<file path="src/rtl/ring_fifo_pkg.sv">
package ring_fifo_pkg;

  // Handoff strobes travelling from one slice to its successor.
  typedef struct packed {
    logic wr_pass;
    logic rd_pass;
  } xpass_t;

  function automatic int ptr_bits(input int depth);
    return (depth > 1) ? $clog2(depth) : 1;
  endfunction

endpackage

</file>
<file path="src/rtl/ring_slice_mem.sv">
module ring_slice_mem #(
  parameter  int DEPTH = 4,
  parameter  int WIDTH = 9,
  localparam int PW    = ring_fifo_pkg::ptr_bits(DEPTH)
) (
  input  logic             clk,
  input  logic             rst_n,
  input  logic             we,
  input  logic [PW-1:0]    waddr,
  input  logic [WIDTH-1:0] wdata,
  input  logic             re,
  input  logic [PW-1:0]    raddr,
  output logic [WIDTH-1:0] rdata,
  output logic             rvalid
);

  logic [WIDTH-1:0] mem_q [DEPTH];
  logic [WIDTH-1:0] q_q, q_d;
  logic             v_q, v_d;

  always_ff @(posedge clk) begin
    if (we) begin
      mem_q[waddr] <= wdata;
    end
  end

  always_comb begin
    v_d = re;
    q_d = q_q;
    if (re) begin
      q_d = mem_q[raddr];
    end
  end

  always_ff @(posedge clk or negedge rst_n) begin
    if (!rst_n) begin
      q_q <= '0;
      v_q <= 1'b0;
    end else begin
      q_q <= q_d;
      v_q <= v_d;
    end
  end

  assign rvalid = v_q;
  assign rdata  = v_q ? q_q : '0;

endmodule

</file>
<file path="src/rtl/ring_slice_ctrl.sv">
module ring_slice_ctrl
  import ring_fifo_pkg::*;
#(
  parameter  int DEPTH = 4,
  parameter  bit SOLO  = 1'b0,
  localparam int PW    = ptr_bits(DEPTH),
  localparam int CW    = $clog2(DEPTH + 1)
) (
  input  logic          clk,
  input  logic          rst_n,
  input  logic          first_load_n,
  input  xpass_t        xin,
  input  logic          wr_req,
  input  logic          rd_req,
  output xpass_t        xout,
  output logic          wr_fire,
  output logic          rd_fire,
  output logic [PW-1:0] wr_addr,
  output logic [PW-1:0] rd_addr,
  output logic          slice_full,
  output logic          slice_empty,
  output logic          wr_tok,
  output logic          rd_tok
);

  logic [PW-1:0] wptr_q, wptr_d, rptr_q, rptr_d;
  logic [CW-1:0] cnt_q, cnt_d;
  logic          w_last, r_last;

  assign slice_full  = (cnt_q == CW'(DEPTH));
  assign slice_empty = (cnt_q == '0);
  assign w_last      = (wptr_q == PW'(DEPTH - 1));
  assign r_last      = (rptr_q == PW'(DEPTH - 1));
  assign wr_fire     = wr_req & wr_tok & ~slice_full;
  assign rd_fire     = rd_req & rd_tok & ~slice_empty;
  assign wr_addr     = wptr_q;
  assign rd_addr     = rptr_q;

  always_comb begin
    wptr_d = wptr_q;
    rptr_d = rptr_q;
    if (wr_fire) begin
      wptr_d = w_last ? '0 : wptr_q + PW'(1);
    end
    if (rd_fire) begin
      rptr_d = r_last ? '0 : rptr_q + PW'(1);
    end
    cnt_d = cnt_q + CW'(wr_fire) - CW'(rd_fire);
  end

  always_ff @(posedge clk or negedge rst_n) begin
    if (!rst_n) begin
      wptr_q <= '0;
      rptr_q <= '0;
      cnt_q  <= '0;
    end else begin
      wptr_q <= wptr_d;
      rptr_q <= rptr_d;
      cnt_q  <= cnt_d;
    end
  end

  if (SOLO) begin : g_solo
    // Expansion input tied low: the slice owns both accesses for good.
    assign wr_tok = 1'b1;
    assign rd_tok = 1'b1;
    assign xout   = '0;
  end else begin : g_chain
    logic wt_q, wt_d, rt_q, rt_d;

    assign xout = '{wr_pass: wr_fire & w_last, rd_pass: rd_fire & r_last};

    always_comb begin
      wt_d = (wt_q & ~xout.wr_pass) | xin.wr_pass;
      rt_d = (rt_q & ~xout.rd_pass) | xin.rd_pass;
    end

    always_ff @(posedge clk or negedge rst_n) begin
      if (!rst_n) begin
        wt_q <= ~first_load_n;
        rt_q <= ~first_load_n;
      end else begin
        wt_q <= wt_d;
        rt_q <= rt_d;
      end
    end

    assign wr_tok = wt_q;
    assign rd_tok = rt_q;
  end

endmodule

</file>
<file path="src/rtl/ring_slice.sv">
module ring_slice
  import ring_fifo_pkg::*;
#(
  parameter  int DEPTH = 4,
  parameter  int WIDTH = 9,
  parameter  bit SOLO  = 1'b0,
  localparam int PW    = ptr_bits(DEPTH)
) (
  input  logic             clk,
  input  logic             rst_n,
  input  logic             first_load_n,
  input  xpass_t           xin,
  output xpass_t           xout,
  input  logic             wr_en,
  input  logic [WIDTH-1:0] wr_data,
  input  logic             rd_en,
  output logic [WIDTH-1:0] rd_data,
  output logic             rd_valid,
  output logic             slice_full,
  output logic             slice_empty,
  output logic             wr_tok,
  output logic             rd_tok
);

  logic          wr_fire, rd_fire;
  logic [PW-1:0] wr_addr, rd_addr;

  ring_slice_ctrl #(
    .DEPTH (DEPTH),
    .SOLO  (SOLO)
  ) u_ctrl (
    .clk          (clk),
    .rst_n        (rst_n),
    .first_load_n (first_load_n),
    .xin          (xin),
    .wr_req       (wr_en),
    .rd_req       (rd_en),
    .xout         (xout),
    .wr_fire      (wr_fire),
    .rd_fire      (rd_fire),
    .wr_addr      (wr_addr),
    .rd_addr      (rd_addr),
    .slice_full   (slice_full),
    .slice_empty  (slice_empty),
    .wr_tok       (wr_tok),
    .rd_tok       (rd_tok)
  );

  ring_slice_mem #(
    .DEPTH (DEPTH),
    .WIDTH (WIDTH)
  ) u_mem (
    .clk    (clk),
    .rst_n  (rst_n),
    .we     (wr_fire),
    .waddr  (wr_addr),
    .wdata  (wr_data),
    .re     (rd_fire),
    .raddr  (rd_addr),
    .rdata  (rd_data),
    .rvalid (rd_valid)
  );

endmodule

</file>
<file path="src/rtl/ring_fifo.sv">
module ring_fifo
  import ring_fifo_pkg::*;
#(
  parameter int N_SLICES    = 4,
  parameter int SLICE_DEPTH = 4,
  parameter int WIDTH       = 9
) (
  input  logic             clk,
  input  logic             rst_n,
  input  logic             wr_en,
  input  logic [WIDTH-1:0] wr_data,
  input  logic             rd_en,
  output logic [WIDTH-1:0] rd_data,
  output logic             rd_valid,
  output logic             full,
  output logic             empty
);

  localparam bit SOLO = (N_SLICES == 1);

  xpass_t              xo_v [N_SLICES];
  logic [N_SLICES-1:0] wtok_v, rtok_v, wpass_v, rpass_v;
  logic [N_SLICES-1:0] full_v, empty_v, val_v;
  logic [WIDTH-1:0]    dat_v [N_SLICES];

  for (genvar i = 0; i < N_SLICES; i++) begin : g_slice
    localparam int PREV = (i + N_SLICES - 1) % N_SLICES;
    xpass_t xin_i;

    if (SOLO) begin : g_tie
      assign xin_i = '0;
    end else begin : g_link
      assign xin_i = xo_v[PREV];
    end

    ring_slice #(
      .DEPTH (SLICE_DEPTH),
      .WIDTH (WIDTH),
      .SOLO  (SOLO)
    ) u_slice (
      .clk          (clk),
      .rst_n        (rst_n),
      .first_load_n ((i == 0) ? 1'b0 : 1'b1),
      .xin          (xin_i),
      .xout         (xo_v[i]),
      .wr_en        (wr_en),
      .wr_data      (wr_data),
      .rd_en        (rd_en),
      .rd_data      (dat_v[i]),
      .rd_valid     (val_v[i]),
      .slice_full   (full_v[i]),
      .slice_empty  (empty_v[i]),
      .wr_tok       (wtok_v[i]),
      .rd_tok       (rtok_v[i])
    );

    assign wpass_v[i] = xo_v[i].wr_pass;
    assign rpass_v[i] = xo_v[i].rd_pass;
  end

  // Non-owning slices hold zero on their data, so an OR merges them.
  always_comb begin
    rd_data = '0;
    for (int i = 0; i < N_SLICES; i++) begin
      rd_data = rd_data | dat_v[i];
    end
  end

  assign rd_valid = |val_v;
  assign full     = &full_v;
  assign empty    = &empty_v;

endmodule

</file>
<file path="config.mk">
export PLATFORM = sky130hd
export DESIGN_NAME = ring_fifo
export DESIGN_NICKNAME = d
export VERILOG_FILES = /design/src/rtl/ring_fifo_pkg.sv /design/src/rtl/ring_slice_mem.sv /design/src/rtl/ring_slice_ctrl.sv /design/src/rtl/ring_slice.sv /design/src/rtl/ring_fifo.sv
export SDC_FILE = /design/constraint.sdc
export NUM_CORES = 1
export LEC_CHECK = 0
export BUFFER_PORTS_ARGS = -buffer_cell sky130_fd_sc_hd__buf_2
export CORE_ASPECT_RATIO = 0.8
export CORE_MARGIN = 10
export CORE_UTILIZATION = 35
export CTS_CLUSTER_DIAMETER = 120
export DETAILED_ROUTE_END_ITERATION = 12
export GPL_TIMING_DRIVEN = 0
export PLACE_DENSITY = 0.5
export SKIP_LAST_GASP = 1
export SYNTH_ARGS = -nofsm -noshare
export SYNTH_HDL_FRONTEND = slang
export SYNTH_SLANG_ARGS = --single-unit
</file>
<file path="constraint.sdc">
create_clock -name clk -period 5.8 [get_ports clk]
set_input_delay 0.87 -clock clk [delete_from_list [all_inputs] [get_ports clk]]
set_output_delay 0.87 -clock clk [all_outputs]
set_load 0.05 [all_outputs]
</file>
==> results of run 1 <==
-- worst max path at each step --
stage | end | cells after the start | startpoint | slack (ns)
after detailed placement | g_slice[3].u_slice.u_ctrl.cnt_q[2]$_DFF_PN0_ | 11 | rd_en | 2.49
after floorplan | g_slice[1].u_slice.u_ctrl.cnt_q[2]$_DFF_PN0_ | 10 | rd_en | 3.16
after global placement | g_slice[1].u_slice.u_ctrl.cnt_q[2]$_DFF_PN0_ | 11 | rd_en | 2.51
after global routing | g_slice[1].u_slice.u_ctrl.cnt_q[2]$_DFF_PN0_ | 10 | g_slice[1].u_slice.u_ctrl.cnt_q[1]$_DFF_PN0_ | 2.42
after CTS | g_slice[1].u_slice.u_ctrl.cnt_q[2]$_DFF_PN0_ | 10 | g_slice[1].u_slice.u_ctrl.cnt_q[1]$_DFF_PN0_ | 2.69
final | g_slice[1].u_slice.u_ctrl.cnt_q[2]$_DFF_PN0_ | 10 | g_slice[1].u_slice.u_ctrl.cnt_q[1]$_DFF_PN0_ | 2.75
-- report_power, final --
part / total, uW / switching (uW) / internal [uW]
combinational: 460 / 241 / 219
clock: 1340 / 582 / 754
sequential: 1960 / 116 / 1840
-- registers in the layout (all words and copies together), names as in the netlist --
register	flops
g_slice.u_slice.u_ctrl.wr_tok	4
g_slice.u_slice.u_ctrl.wr_addr	8
g_slice.u_slice.u_mem.rvalid	4
g_slice.u_slice.u_mem.q_q	36
g_slice.u_slice.u_ctrl.cnt_q	12
g_slice.u_slice.u_mem.mem_q	144
g_slice.u_slice.u_ctrl.rd_tok	4
g_slice.u_slice.u_ctrl.rd_addr	8
-- metal layers --
layer	global-route usage	wire length (um)	vias to the layer above
li1	-	-	2180
met3	0.0209	768	21
met1	0.174	9370	2477
met4	0.0251	308	0
met5	0	0	-
met2	0.173	8070	76
-- cells by family after synthesis --
family | after synthesis | synth area share
adder cells (fa/ha/maj) | 31 | 0.0469
flip-flops | 220 | 0.699
AO/OA/AOI/OAI | 40 | 0.0316
AND/OR/NAND/NOR | 178 | 0.0850
multiplexers | 44 | 0.105
buffers and inverters | 56 | 0.0247
XOR/XNOR | 8 | 0.00787
-- Yosys cell counts, drive strengths merged --
cell type	number
dfrtp	74
nor4	2
or4	2
nand2	141
o21ai	8
mux2	8
mux4	36
and3	4
fa	4
clkbuf	16
buf	8
xnor2	8
or3b	4
nor3	1
and2	16
nor2	6
inv	32
dfstp	2
o311ai	4
a21o	5
a22o	1
nand2b	1
a22oi	18
ha	27
edfxtp	144
a31oi	4
nand4	1
-- critical path, stage by stage, from the launching register on --
cell and delay, ns:
sky130_fd_sc_hd__dfrtp_1 0.46, sky130_fd_sc_hd__o311ai_1 0.69, sky130_fd_sc_hd__inv_1 0.16, sky130_fd_sc_hd__clkbuf_1 0.35
sky130_fd_sc_hd__ha_1 0.38, sky130_fd_sc_hd__inv_1 0.06, sky130_fd_sc_hd__ha_1 0.14, sky130_fd_sc_hd__inv_1 0.05
sky130_fd_sc_hd__fa_1 0.37, sky130_fd_sc_hd__xnor2_1 0.15, sky130_fd_sc_hd__xnor2_1 0.13
-- metrics by stage --
| stage | cell area [um^2] | hold WS, ns | total power [uW] | worst slack [ns] | utilization |
|---|---|---|---|---|---|
| 2_1_floorplan | 8910 | 0.446 | 2300 | 3.16 | - |
| 6_report | 10100 | 0.233 | 3750 | 2.75 | 0.403 |
| 5_1_grt | 10100 | 0.230 | 3940 | 2.42 | 0.403 |
| 4_1_cts | 10100 | 0.226 | 3810 | 2.69 | 0.403 |
| 3_3_place_gp | 9430 | 0.461 | 2420 | 2.51 | 0.375 |
| 3_5_place_dp | 9460 | 0.464 | 2460 | 2.49 | 0.376 |
-- layout by cell type, fill, tap and decap left out, types with 6 or more instances in the layout --
master and count:
sky130_fd_sc_hd__ha_1 27, sky130_fd_sc_hd__clkinv_2 6, sky130_fd_sc_hd__mux4_2 36, sky130_fd_sc_hd__dfrtp_1 74
sky130_fd_sc_hd__inv_1 32, sky130_fd_sc_hd__xnor2_1 8, sky130_fd_sc_hd__clkbuf_16 22, sky130_fd_sc_hd__nor2_1 6
sky130_fd_sc_hd__a22oi_1 18, sky130_fd_sc_hd__o21ai_0 8, sky130_fd_sc_hd__mux2_4 8, sky130_fd_sc_hd__nand2_1 141
sky130_fd_sc_hd__buf_2 31, sky130_fd_sc_hd__and2_1 16, sky130_fd_sc_hd__clkbuf_1 21, sky130_fd_sc_hd__edfxtp_1 144
-- cell type report --
class / count / area [um^2] / share of cell area
plain buffers: 24 / 100 / 0.00987
clock buffers: 31 / 624 / 0.0616
clock inverters: 9 / 57.6 / 0.00567
inverters: 32 / 120 / 0.0118
multi-input cells: 301 / 2460 / 0.242
flip-flops and latches: 220 / 6230 / 0.614
well taps: 324 / 405 / 0.0400
repair buffers: 25 / 150 / 0.0148
==> results.txt, run 1 <==
----------------------------------------------------
[GRT]
  Maximum number of pins on one net before global-route repair ... 61
  Global-route wire length before repair ... between 20 and 30 mm
  Remaining global-route overflow ... 0
  Number of antenna violations at the first check in global routing ... 0
  Total routing usage reported by global routing ... 0.117
  Vias in the first global route ... 5000

[Die]
  Vertical extent of the die ... 163 um
  Std-Cell Core Area ... approximately 0.025 mm^2
  Number of rows in the core area ... 52
  Overall die area ... approximately 0.032 mm^2
  Width of the chip ... 198 um
  IO Pins ... 25
  Starting density of the core ... 0.354

[Clocking]
  Root buffer cell ... sky130_fd_sc_hd__clkbuf_16
  Number of gates resized after cts ... 0
  Number of buffers on the longest clock path ... 3
  Number of post-CTS setup repair buffers ... 0
  H-tree levels ... 1
  CTS tree ... done
  Count of clock tree sinks ... 220
  Clk Latency, worst-skew pair ... ~0.5 ns
  Total clock buffers created by CTS ... 22
  Hold bufs inserted after CTS ... 0
  CTS clock-pin slew for the worst setup and hold paths ... around 0.060 ns

[Run]
  Max cap viols ... 0

[Timing]
  Total of endpoints with negative setup slack in the final report ... 0
  Final Slew Violations ... 0
  Total negative setup slack ... 0 ns
  Minimum period implied by the final worst setup slack ... 3.05 ns
  Worst-case clock skew ... 0.0172 ns
  Slew Limit Headroom ... 0.468
  Portion of the clock cycle consumed by the worst path in the final layout ... 0.525
  Measured slew at the worst slew-check pin ... 0.786 ns
  Final hold viol count ... 0
  Maximum achievable frequency ... 328 MHz
  RSZ-0062 raised after global routing ... no

[Routing]
  WL per Instance ... 19.2 um
  DR iter-0 viols ... roughly 320
  Average via count per standard cell ... a little under 5
  Number of vias after detailed routing ... about 4800
  Number of remaining DRC errors ... 0
  Number of iterations in the first detailed-routing pass ... 5
  Final Routed Wirelength ... around 19 mm
  Residual antenna-violating net count after detailed routing ... 0

[Power and ir drop]
  Worst ir drop on vdd ... about 0.00024 V
  Reported leakage power ... just over 0.004 uW
  Total power density per cell area ... approximately 370 mW/mm^2

[Logic synthesis]
  Post-synthesis sequential area ratio ... 0.699
  Flop and latch count out of synthesis ... between 200 and 250
  Synthesis warning total ... 0
  Average cell area after synthesis ... 15.4 um^2
  Number of distinct library cell variants in the gate-level netlist after synthesis ... 27
  Fraction of post-synthesis cell area in the top cell type by area ... 0.486
  Cells taking the most area after synthesis ... sky130_fd_sc_hd__edfxtp_1 (49%), sky130_fd_sc_hd__dfrtp_1 (21%), sky130_fd_sc_hd__mux4_2 (9.1%), sky130_fd_sc_hd__nand2_1 (5.9%), sky130_fd_sc_hd__ha_1 (3.8%)
  Post-synthesis cell area ... roughly 0.0089 mm^2
  Cell taking the most area after synthesis ... sky130_fd_sc_hd__edfxtp_1
  Nets in the synthesized netlist ... between 600 and 700
  Mapped Cells ... 577

[Cells and area]
  Filler Cells Inserted ... 2312
  NumNets Final ... 670
  Final cell count without fillers ... approximately 970
  Area delta synth->final ... 13.9%
  Fraction of final layout cells with drive strength greater than 1 ... 0.176
  Ant. Diodes ... 0

[Setup path]
  Arr. time, crit path ... 3.42 ns
  Beginning of the worst register-to-register path ... g_slice[1].u_slice.u_ctrl.cnt_q[1]$_DFF_PN0_
  Type of element capturing the critical path ... flip-flop
  CP Launch Type ... flip-flop
  Worst R2R Setup Slack ... 2.75 ns
  Data required time at the worst endpoint ... ~6.2 ns
  Number of cells on the worst reg-to-reg path ... 10
  Capture point of the worst reg-to-reg path ... g_slice[1].u_slice.u_ctrl.cnt_q[2]$_DFF_PN0_
  Critical Path Fanout Max ... 11
  Kind of critical path ... reg2reg

[Status]
  Result of the run ... completed

[Placement]
  Quantity of I/O buffers inserted on ports ... 24
  Cell count after placement ... a little over 900
  Weighted congestion at the end of routability-driven global placement ... about 0.76
  HPWL after detailed placement ... about 13 mm

[Worst hold path]
  Type of the most critical hold path ... in2async

----------------------------------------------------
(Power assumes the default switching activity.)
==> inputs of run 2 (changes only) <==
==> constraint.sdc (replaced) <==
create_clock -name clk -period 3.12 [get_ports clk]
set_input_delay 0.468 -clock clk [delete_from_list [all_inputs] [get_ports clk]]
set_output_delay 0.468 -clock clk [all_outputs]
set_load 0.05 [all_outputs]
==> run 2 against run 1 <==
Largest cell class unchanged. Count of clock-buffer cells in the layout did not move. Via count fell by 0.13%. Largest power group unchanged. First-iteration DRC count fell by 6.9%. Routed wire length rose by 0.44%. Critical path type unchanged.
==> results.txt, run 2 (synthesis gave the netlist of run 1 again) <==
----------------------------------------------------
[Setup path]
  Cells along the critical path ... o311ai_2 -> inv_1 -> clkbuf_1 -> ha_1 -> inv_1 -> ha_1 -> inv_1 -> fa_1 -> xnor2_1 -> xnor2_1
  Critical Path Fanout Max ... 11
  Kind of critical path ... reg2reg
  Crit path max-delay cell type ... sky130_fd_sc_hd__o311ai_2
  Data required time at the worst endpoint ... 3.50 ns
  CP max stage delay ... 0.51 ns
  CP Launch Type ... flip-flop
  Critical path's most frequent cell ... sky130_fd_sc_hd__inv_1
  Type of element capturing the critical path ... flip-flop
  Arr. time, crit path ... approximately 3.2 ns

[Die]
  Overall die area ... roughly 0.032 mm^2
  Vertical extent of the die ... roughly 160 um
  Starting density of the core ... 0.354
  IO Pins ... 25
  Std-Cell Core Area ... between 0.02 and 0.03 mm^2
  Width of the chip ... 198 um
  Number of rows in the core area ... between 50 and 60

[Placement]
  Placed standard-cell area ... about 0.0095 mm^2
  Quantity of I/O buffers inserted on ports ... 24
  Weighted congestion at the end of routability-driven global placement ... around 0.76
  Worst-case setup slack after placement ... between 0.03 and 0.04 ns
  HPWL after detailed placement ... approximately 13 mm

[Power and ir drop]
  Logic pwr share ... 0.123
  Switching portion of total power ... 0.252
  Clock power frac ... 0.355
  Worst ir drop on vdd ... between 0.0004 and 0.0005 V
  Flop pwr share ... 0.522
  Int Pwr ... roughly 5200 uW
  Total power density per cell area ... approximately 690 mW/mm^2
  Net Sw Power ... approximately 1800 uW
  Reported leakage power ... between 0.004 and 0.005 uW

[Timing]
  RSZ-0062 raised after global routing ... yes
  Slew Limit Headroom ... 0.468
  Maximum achievable frequency ... between 300 and 400 MHz
  Measured slew at the worst slew-check pin ... slightly below 0.8 ns
  Final setup margin ... 0.265 ns
  Worst-case clock skew ... about 0.018 ns
  Final Slew Violations ... 0
  Minimum period implied by the final worst setup slack ... 2.85 ns
  Portion of the clock cycle consumed by the worst path in the final layout ... 0.915
  Final hold viol count ... 0
  Total of endpoints with negative setup slack in the final report ... 0

[Routing]
  Routed wire length on met3 ... 678 um
  Post-route met1 wirelength ... around 9.5 mm
  WL per Instance ... roughly 19 um
  Average via count per standard cell ... about 5
  DR iter-0 viols ... ~300
  Residual antenna-violating net count after detailed routing ... 0
  Final Routed Wirelength ... around 19 mm
  Sum of met2 wire segment lengths after detailed routing ... 8.14 mm
  Number of vias after detailed routing ... between 4000 and 5000
  Number of iterations in the first detailed-routing pass ... 4
  Number of remaining DRC errors ... 0
  Top layer used by detailed routing ... met4

[Cells and area]
  Reg with most FFs ... g_slice.u_slice.u_mem.mem_q
  Leading cell type in the layout, fill and taps excluded ... sky130_fd_sc_hd__edfxtp_1
  NumNets Final ... 671
  Flip-flop count of the largest register after layout ... about 140
  Leading registers by flop count ... g_slice.u_slice.u_mem.mem_q (144), g_slice.u_slice.u_mem.q_q (36), g_slice.u_slice.u_ctrl.cnt_q (12)
  Filler Cells Inserted ... approximately 2300
  Most used cells in the layout excluding fill and tap cells ... sky130_fd_sc_hd__edfxtp_1 (144), sky130_fd_sc_hd__nand2_1 (141), sky130_fd_sc_hd__dfrtp_1 (74)
  Area used by sequential logic in the layout ... about 0.0062 mm^2
  Multi-input gate area ... ~0.0025 mm^2
  Ant. Diodes ... 0
  Fraction of final layout cells with drive strength greater than 1 ... 0.180
  Area delta synth->final ... 14.3%
  Design area ... 0.0102 mm^2

[GRT]
  Vias in the first global route ... 5005
  Number of antenna violations at the first check in global routing ... 0
  Global-route wire length before repair ... between 20 and 30 mm
  Maximum number of pins on one net before global-route repair ... 61
  Remaining global-route overflow ... 0
  Total routing usage reported by global routing ... 0.117

[Clocking]
  Clk Latency, worst-skew pair ... 0.51 ns
  H-tree levels ... 1
  CTS tree ... done
  Number of post-CTS setup repair buffers ... 0
  Total clock buffers created by CTS ... 22
  Root buffer cell ... sky130_fd_sc_hd__clkbuf_16
  Number of buffers on the longest clock path ... 3
  CTS clock-pin slew for the worst setup and hold paths ... 0.06 ns
  Count of clock tree sinks ... 220

[Worst hold path]
  Type of the most critical hold path ... in2reg

[Run]
  Max cap viols ... 0

[Status]
  Result of the run ... completed

----------------------------------------------------
## run 2: changes by cell type in the layout (fill, tap and decap cells not counted), sizes merged
cell	before	now
dlygate4sd3	0	1
## run 2: through the flow
stage / setup TNS (ns) / hold WS, ns / instances / power [uW] / util
5_1_grt: -0.00619 / 0.363 / 967 / 7340 / 0.404
3_5_place_dp: 0 / 0.360 / 926 / 4580 / 0.376
6_report: 0 / 0.360 / 967 / 6990 / 0.404
2_1_floorplan: 0 / 0.172 / 577 / 4270 / -
3_3_place_gp: 0 / 0.461 / 925 / 4490 / 0.375
4_1_cts: 0 / 0.351 / 967 / 7080 / 0.403
## run 2: worst paths after layout
path | start | endpoint | slack [ns] | depth (start not counted)
setup reg to reg | g_slice[1].u_slice.u_ctrl.cnt_q[1]$_DFF_PN0_ | g_slice[1].u_slice.u_ctrl.cnt_q[2]$_DFF_PN0_ | 0.27 | 10
hold / removal | wr_data[5] | g_slice[1].u_slice.u_mem.mem_q[0][5]$_DFFE_PP_ | 0.36 | 1
setup / recovery | g_slice[1].u_slice.u_ctrl.cnt_q[1]$_DFF_PN0_ | g_slice[1].u_slice.u_ctrl.cnt_q[2]$_DFF_PN0_ | 0.27 | 10
min in group asynchronous | rst_n | g_slice[3].u_slice.u_ctrl.cnt_q[0]$_DFF_PN0_ | 0.37 | 2
max in group asynchronous | rst_n | g_slice[0].u_slice.u_ctrl.rd_tok$_DFF_PN1_ | 2.15 | 3
hold reg to reg | g_slice[2].u_slice.u_mem.q_q[1]$_DFFE_PN0P_ | g_slice[2].u_slice.u_mem.q_q[1]$_DFFE_PN0P_ | 0.48 | 2
## run 2: critical path, delay by kind of cell (launching register included)
family,cells,cell delay (ns)
adder cells (fa/ha/maj),3,0.89
XOR/XNOR,2,0.28
buffers and inverters,4,0.59
AO/OA/AOI/OAI,1,0.51
flip-flops,1,0.47
## run 2: power groups by stage
stage	Clock (uW)	Combinational (uW)	Sequential, uW
final	2480	859	3650
after floorplan	0	640	3630
after global routing	2670	982	3690
after detailed placement	0	878	3700
after global placement	0	813	3680
after CTS	2550	886	3640
## run 2: layout make-up
cell class / instances / area share
Timing Repair Buffer: 26 / 0.0157
Inverter: 32 / 0.0118
Multi-Input combinational cell: 301 / 0.244
Clock buffer: 31 / 0.0614
Buffer: 24 / 0.00984
Tap cell: 324 / 0.0398
Sequential cell: 220 / 0.612
Clock inverter: 9 / 0.00566
## run 2: routing by layer
| metal | GRT usage | up-vias |
|---|---|---|
| met5 | 0 | - |
| met4 | 0.0251 | 0 |
| met3 | 0.0207 | 21 |
| met2 | 0.174 | 69 |
| met1 | 0.175 | 2480 |
| li1 | - | 2178 |
## run 2: timing repair
action,4_1_cts,5_1_grt
hold endpoints to repair,16,0
hold buffers,1,0
endpoints found under the setup margin,0,4
gates resized for setup,0,3
==> inputs of run 3 (changes only) <==
--- a/config.mk
+++ b/config.mk
@@ -6,14 +6,11 @@
 export NUM_CORES = 1
 export LEC_CHECK = 0
 export BUFFER_PORTS_ARGS = -buffer_cell sky130_fd_sc_hd__buf_2
-export CORE_ASPECT_RATIO = 0.8
-export CORE_MARGIN = 10
-export CORE_UTILIZATION = 35
 export CTS_CLUSTER_DIAMETER = 120
 export DETAILED_ROUTE_END_ITERATION = 12
 export GPL_TIMING_DRIVEN = 0
-export PLACE_DENSITY = 0.5
 export SKIP_LAST_GASP = 1
 export SYNTH_ARGS = -nofsm -noshare
 export SYNTH_HDL_FRONTEND = slang
+export SYNTH_HIERARCHICAL = 1
 export SYNTH_SLANG_ARGS = --single-unit
==> run 3 against run 2 <==
The flow now stops in 1_2_yosys.
==> results.txt, run 3 <==
----------------------------------------------------
[Status]
  Stage where the run ended ... 1_2_yosys
  Tool Error ... ERROR: Found 8 problems in 'check -assert'.
  Result of the run ... stopped before the end

[Logic synthesis]
  Synthesis warning total ... 0
  Most frequent cell after synthesis ... sky130_fd_sc_hd__edfxtp_1
  Fraction of post-synthesis cell area in the top cell type by area ... 0.483
  Synth Flop Type ... sky130_fd_sc_hd__edfxtp_1
  Cells taking the most area after synthesis ... sky130_fd_sc_hd__edfxtp_1 (48%), sky130_fd_sc_hd__dfrtp_1 (19%), sky130_fd_sc_hd__mux2i_1 (8.0%), sky130_fd_sc_hd__o221ai_1 (3.5%), sky130_fd_sc_hd__nand2b_1 (2.8%)
  Fraction of registers with async set or reset after synthesis ... 0.321
  Fraction of the mapped netlist area in compound gates ... 0.0419
  Most used standard cells in the synthesized netlist ... sky130_fd_sc_hd__edfxtp_1 (144), sky130_fd_sc_hd__mux2i_1 (72), sky130_fd_sc_hd__dfrtp_1 (68)
  Cell taking the most area after synthesis ... sky130_fd_sc_hd__edfxtp_1
  Number of enable flip-flop cells after synthesis ... 144
  Adder and majority cell fraction of the synthesized area ... 0.0313
  Area fraction in and, or, nand and nor cells after synthesis ... 0.107
  Share of cell area taken by muxes after synthesis ... 0.104
  # Cells Yosys ... just under 600
  Xor and xnor fraction of the mapped netlist area ... 0.00783
  Number of distinct library cell variants in the gate-level netlist after synthesis ... 32
  Dominant combinational cell family by area after synthesis ... simple AND/OR/NAND/NOR gates
  Flop and latch count out of synthesis ... about 210
  Yosys chip area ... ~0.0090 mm^2
  Post-synthesis sequential area ratio ... 0.673

----------------------------------------------------
==> run 3: logic make-up after synthesis <==
group	count (synthesis)
other cells	2
buf+inv	53
simple gates	154
compound gates	44
xor+xnor	8
fa+ha+maj	20
flops	212
mux	88
